**config.mk**
```make
export PLATFORM = sky130hd
export DESIGN_NAME = coin_vend_ctrl
export DESIGN_NICKNAME = d
export VERILOG_FILES = /design/src/rtl/coin_vend_pkg.sv /design/src/rtl/coin_value.sv /design/src/rtl/vend_decide.sv /design/src/rtl/credit_reg.sv /design/src/rtl/coin_vend_ctrl.sv
export SDC_FILE = /design/constraint.sdc
export NUM_CORES = 1
export LEC_CHECK = 0
export CORE_AREA = 2 2 39 41
export DETAILED_ROUTE_END_ITERATION = 16
export DIE_AREA = 0 0 41 43
export GPL_ROUTABILITY_DRIVEN = 1
export SLEW_MARGIN = 25
export SYNTH_ARGS = -nofsm -noshare
export SYNTH_HDL_FRONTEND = slang
export SYNTH_SLANG_ARGS = --single-unit
```
**constraint.sdc**
```tcl
create_clock -name clk_i -period 6.69 [get_ports clk_i]
set_input_delay 1.338 -clock clk_i [delete_from_list [all_inputs] [get_ports clk_i]]
set_output_delay 1.338 -clock clk_i [all_outputs]
set_load 0.01 [all_outputs]
```
**src/rtl/coin_vend_pkg.sv**
```systemverilog
package coin_vend_pkg;
  typedef enum logic [1:0] {
    COIN_NONE    = 2'b00,
    COIN_NICKEL  = 2'b01,
    COIN_DIME    = 2'b10,
    COIN_QUARTER = 2'b11
  } coin_e;

  // coin values in 5c units
  localparam int NICKEL_U  = 1;
  localparam int DIME_U    = 2;
  localparam int QUARTER_U = 5;

  function automatic coin_e units_to_coin(input int units);
    case (units)
      NICKEL_U:  return COIN_NICKEL;
      DIME_U:    return COIN_DIME;
      QUARTER_U: return COIN_QUARTER;
      default:   return COIN_NONE;
    endcase
  endfunction
endpackage

```
**src/rtl/coin_value.sv**
```systemverilog
module coin_value #(
  parameter int UNIT_W = 4
) (
  input  logic [1:0]        coin_i,
  output logic [UNIT_W-1:0] units_o
);
  import coin_vend_pkg::*;

  always_comb begin
    case (coin_e'(coin_i))
      COIN_NICKEL:  units_o = UNIT_W'(NICKEL_U);
      COIN_DIME:    units_o = UNIT_W'(DIME_U);
      COIN_QUARTER: units_o = UNIT_W'(QUARTER_U);
      default:      units_o = '0;
    endcase
  end
endmodule

```
**src/rtl/vend_decide.sv**
```systemverilog
module vend_decide #(
  parameter int CRED_W  = 3,
  parameter int SUM_W   = 5,
  parameter int PRICE_U = 8,
  parameter int LIMIT_U = 10
) (
  input  logic [1:0]        coin_i,
  input  logic [SUM_W-1:0]  units_i,
  input  logic [CRED_W-1:0] credit_q_i,
  output logic [CRED_W-1:0] credit_d_o,
  output logic [1:0]        change_o,
  output logic              vend_o
);
  import coin_vend_pkg::*;

  logic [SUM_W-1:0] sum;
  logic [SUM_W-1:0] excess;

  assign sum    = SUM_W'(credit_q_i) + units_i;
  assign excess = sum - SUM_W'(PRICE_U);

  always_comb begin
    credit_d_o = credit_q_i;
    change_o   = COIN_NONE;
    vend_o     = 1'b0;
    if (coin_e'(coin_i) != COIN_NONE) begin
      if (sum > SUM_W'(LIMIT_U)) begin
        change_o = coin_i;           // refuse: hand the same coin back
      end else if (sum >= SUM_W'(PRICE_U)) begin
        vend_o     = 1'b1;
        credit_d_o = '0;
        change_o   = units_to_coin(int'(excess));
      end else begin
        credit_d_o = sum[CRED_W-1:0];
      end
    end
  end
endmodule

```
**src/rtl/credit_reg.sv**
```systemverilog
module credit_reg #(
  parameter int CRED_W = 3
) (
  input  logic              clk_i,
  input  logic              rst_ni,
  input  logic [CRED_W-1:0] credit_d_i,
  output logic [CRED_W-1:0] credit_q_o
);
  always_ff @(posedge clk_i or negedge rst_ni) begin
    if (!rst_ni) credit_q_o <= '0;
    else         credit_q_o <= credit_d_i;
  end
endmodule

```
**src/rtl/coin_vend_ctrl.sv**
```systemverilog
module coin_vend_ctrl #(
  parameter int PRICE_U = 8,   // 40c
  parameter int LIMIT_U = 10   // 50c
) (
  input  logic       clk_i,
  input  logic       rst_ni,
  input  logic [1:0] coin_i,
  output logic [1:0] change_o,
  output logic       vend_o
);
  localparam int CRED_W = $clog2(PRICE_U);
  localparam int SUM_W  = $clog2(LIMIT_U + 8) + 1;

  logic [SUM_W-1:0]  units;
  logic [CRED_W-1:0] credit_q;
  logic [CRED_W-1:0] credit_d;

  coin_value #(.UNIT_W(SUM_W)) u_value (
    .coin_i  (coin_i),
    .units_o (units)
  );

  vend_decide #(
    .CRED_W  (CRED_W),
    .SUM_W   (SUM_W),
    .PRICE_U (PRICE_U),
    .LIMIT_U (LIMIT_U)
  ) u_decide (
    .coin_i     (coin_i),
    .units_i    (units),
    .credit_q_i (credit_q),
    .credit_d_o (credit_d),
    .change_o   (change_o),
    .vend_o     (vend_o)
  );

  credit_reg #(.CRED_W(CRED_W)) u_credit (
    .clk_i      (clk_i),
    .rst_ni     (rst_ni),
    .credit_d_i (credit_d),
    .credit_q_o (credit_q)
  );
endmodule

```
==> impl_metrics.tcl <==
set metrics [dict create \
    cts.sinks 3 \
    clock_path_buffers 2 \
    yosys_warnings 0 \
    nNetsFinal 58 \
    routabilityCongestion 0.688 \
    p_per_area_nw_per_um2 452 \
    irDropWorstVdd_uv 220 \
    crit_slowest_cell "clkdlybuf4s50_1" \
    async_reset_ff_share_pct 100 \
    areaGrowthSynthToFinish_pct 29.0 \
    reg2reg_depth 5 \
    comb_power_share_pct 64.5 \
    port_buffers 6 \
    rsz0062_at_grt "no" \
    yosysTopAreaCell "dfrtp_1" \
    drc_errors 0 \
    drive_above_1_share_pct 10.2 \
    final_cells 65 \
    first_pass_iters 3 \
    yosys-top-cells-count "inv_1 (6), a211oi_1 (4), o21ai_0 (4)" \
    numCtsBuffers 3 \
    tns_ps 0 \
    cp.required_ps 5350 \
    initial_core_util_pct 24.6 \
    ys_seq_elements 3 \
    clock_skew_ps 8.08 \
    cts_tree "yes" \
    path_cells "clkdlybuf4s50_1 -> ha_1 -> fa_1 -> xnor2_1 -> o21ai_0 -> a211oi_1 -> clkdlybuf4s50_1" \
    detail_route.wl_per_cell_um 11.4 \
    cts-resized-gates 0 \
    viasPerCell 5.14 \
    p_switching_w 0.0000905 \
    routed_wl_um 739 \
    seqPwrFrac_pct 19.4 \
    synth.distinct_cells 20 \
    fp.dieH_um 43 \
    path_max_fanout 10 \
    cp.arrival_ps 3940 \
    slew_headroom_pct 70.6 \
    synth-edff-count 0 \
    synth_nets 49 \
    largest_reg_flops 3 \
    n_fill_cell 158 \
    top_register "u_credit.credit_q_o" \
    core_um2 1380 \
    cp_slowest_stage_delay_ps 570 \
    hold_path.class "reg2reg" \
    synth_top_family_by_area "compound AO/OA/AOI/OAI gates" \
    cpMostUsedCell "clkdlybuf4s50_1" \
    synthXorXnorAreaFrac_pct 2.57 \
    top_regs "u_credit.credit_q_o x3" \
    gr-usage-all-layers_pct 11.2 \
    die_area_um2 1760 \
    drtIter0Drc 2 \
    antenna_cells 0 \
    synthMuxAreaShare_pct 0 \
    syn_area_per_cell_um2 8.30 \
    die_w_um 41 \
    synth_compound_area_share_pct 34.9 \
    end_kind "primary output" \
    reg2reg_to "u_credit.credit_q_o[2]" \
    max_freq_mhz 190 \
    switching_share_pct 45.6 \
    min_from "u_credit.credit_q_o[2]" \
    min_period_over_period_pct 78.9 \
    cts_setup_buffers 0 \
    finalCriticalPeriod_ps 5280 \
    cp.buffers_inverters 2 \
    first_global_vias 310 \
    post-place-cells 61 \
    htreeDepth 1 \
    yosysTopAreaCellShare_pct 22.1 \
    pwr-share-clk_pct 16.2 \
    grt_pass1_wl_um 1280 \
    cp-start-kind "input pin" \
    synth_ff_type "dfrtp_1" \
    seq_area_frac_synth_pct 22.1 \
    synthSimpleGateAreaFrac_pct 14.7 \
    whs_endpoint "u_credit.credit_q_o[2]" \
    antenna_found_initial 0 \
    num_vias 334 \
    cts_root_buf "clkbuf_4" \
    ant_nets 0 \
    hpwlAfterDp_um 538 \
    rrSetupSlack_ps 4800 \
    grt_max_degree 11 \
    final-hold-violation-count 0 \
    ios 7 \
    p_int_w 0.000108 \
    worstReg2RegStart "u_credit.credit_q_o[0]" \
    cts_hold_buffers 0 \
    finalSetupViolations 0 \
    critPathKind "in2out" \
    yosys-top-cells-area "dfrtp_1 (22%), ha_1 (11%), a211oi_1 (8.8%), inv_1 (6.6%), fa_1 (5.9%)" \
    cp_top_family "buffers and inverters" \
    clk_pin_slew_ps 30 \
    num_rows 14 \
    postSynthCellCount 41 \
    synth-adder-area-share_pct 16.9 \
    leakagePower_nw 0.186 \
    worst_pin_slew_ps 438 \
    outcome "complete, no violations" \
    synthesis.area_um2 340 \
    grt_overflow 0 \
    maxCapViolCount 0 \
    min_path_cells 2 \
    maxSlewViolCount 0 \
    clock_latency_ps 240 \
    synth.most_common_cell "inv_1" \
]
[final cells by class]
type	count	area, µm²	share of cell area, %
clock buffer	4	26.3	5.98
inverter	6	22.5	5.13
multi-input combinational	30	235	53.6
sequential	3	75.1	17.1
tap	16	20.0	4.56
timing repair buffer	6	60.1	13.7
[worst max path at each step]
stage | start | cells after the start | slack (ps) | endpoint
finish | coin_i[0] | 7 | 1410 | vend_o
global route | coin_i[0] | 7 | 1260 | vend_o
CTS | coin_i[0] | 7 | 1410 | vend_o
detailed placement | coin_i[0] | 7 | 1460 | vend_o
global placement | coin_i[0] | 7 | 1420 | vend_o
floorplan | coin_i[0] | 7 | 2340 | vend_o
[logic make-up (layout without fill, tap and decap cells)]
family,after synthesis,in the layout
DFF,3,3
xor gates and xnor gates,1,1
buffers and inverters,8,16
and+or+nand+nor,9,9
adders and majority gates,4,4
AOI/OAI and AO/OA,16,16
[placed cells by master, fill, tap and decap left out, types with 2 or more instances in the layout]
cell,netlist,final
a31oi_1,2,2
nor2_1,3,3
o221ai_1,2,2
clkbuf_4,0,3
ha_1,3,3
o21ai_0,4,4
dfrtp_1,3,3
a211oi_1,4,4
inv_1,6,6
clkdlybuf4s50_1,0,6
nand3_1,2,2
[power groups by stage]
stage	Combinational (W)	Clock (W)	Sequential, W
finish	0.000128	0.0000321	0.0000384
global route	0.000142	0.0000378	0.0000403
CTS	0.000127	0.0000332	0.0000384
detailed placement	0.000125	0	0.0000387
global placement	0.000126	0	0.0000379
floorplan	0.0000962	0	0.0000355
[routing by layer]
metal	share of wire (%)	vias to the layer above	global-route usage [%]
li1	-	172	-
met1	50	153	13.5
met2	42	9	14.7
met3	7.6	0	8.38
met4	0	0	4.00
met5	0	-	0
[worst reg2reg max path, stage by stage (launching register included)]
cell	delay [ps]
dfrtp_1	390
ha_1	240
fa_1	590
inv_1	100
nor4_1	300
a2bb2oi_1	190
[metrics by stage]
| step | setup WS [ps] | utilization (%) | hold slack (ps) | power [W] | area, µm² |
|---|---|---|---|---|---|
| finish | 1410 | 31.7 | 546 | 0.000198 | 439 |
| detailed placement | 1460 | 29.8 | 540 | 0.000164 | 413 |
| CTS | 1410 | 31.7 | 543 | 0.000199 | 439 |
| global placement | 1420 | 29.8 | 521 | 0.000164 | 413 |
| floorplan | 2340 | - | 495 | 0.000132 | 340 |
| global route | 1260 | 31.7 | 560 | 0.000220 | 439 |
Power figures use the tool's default switching activity.
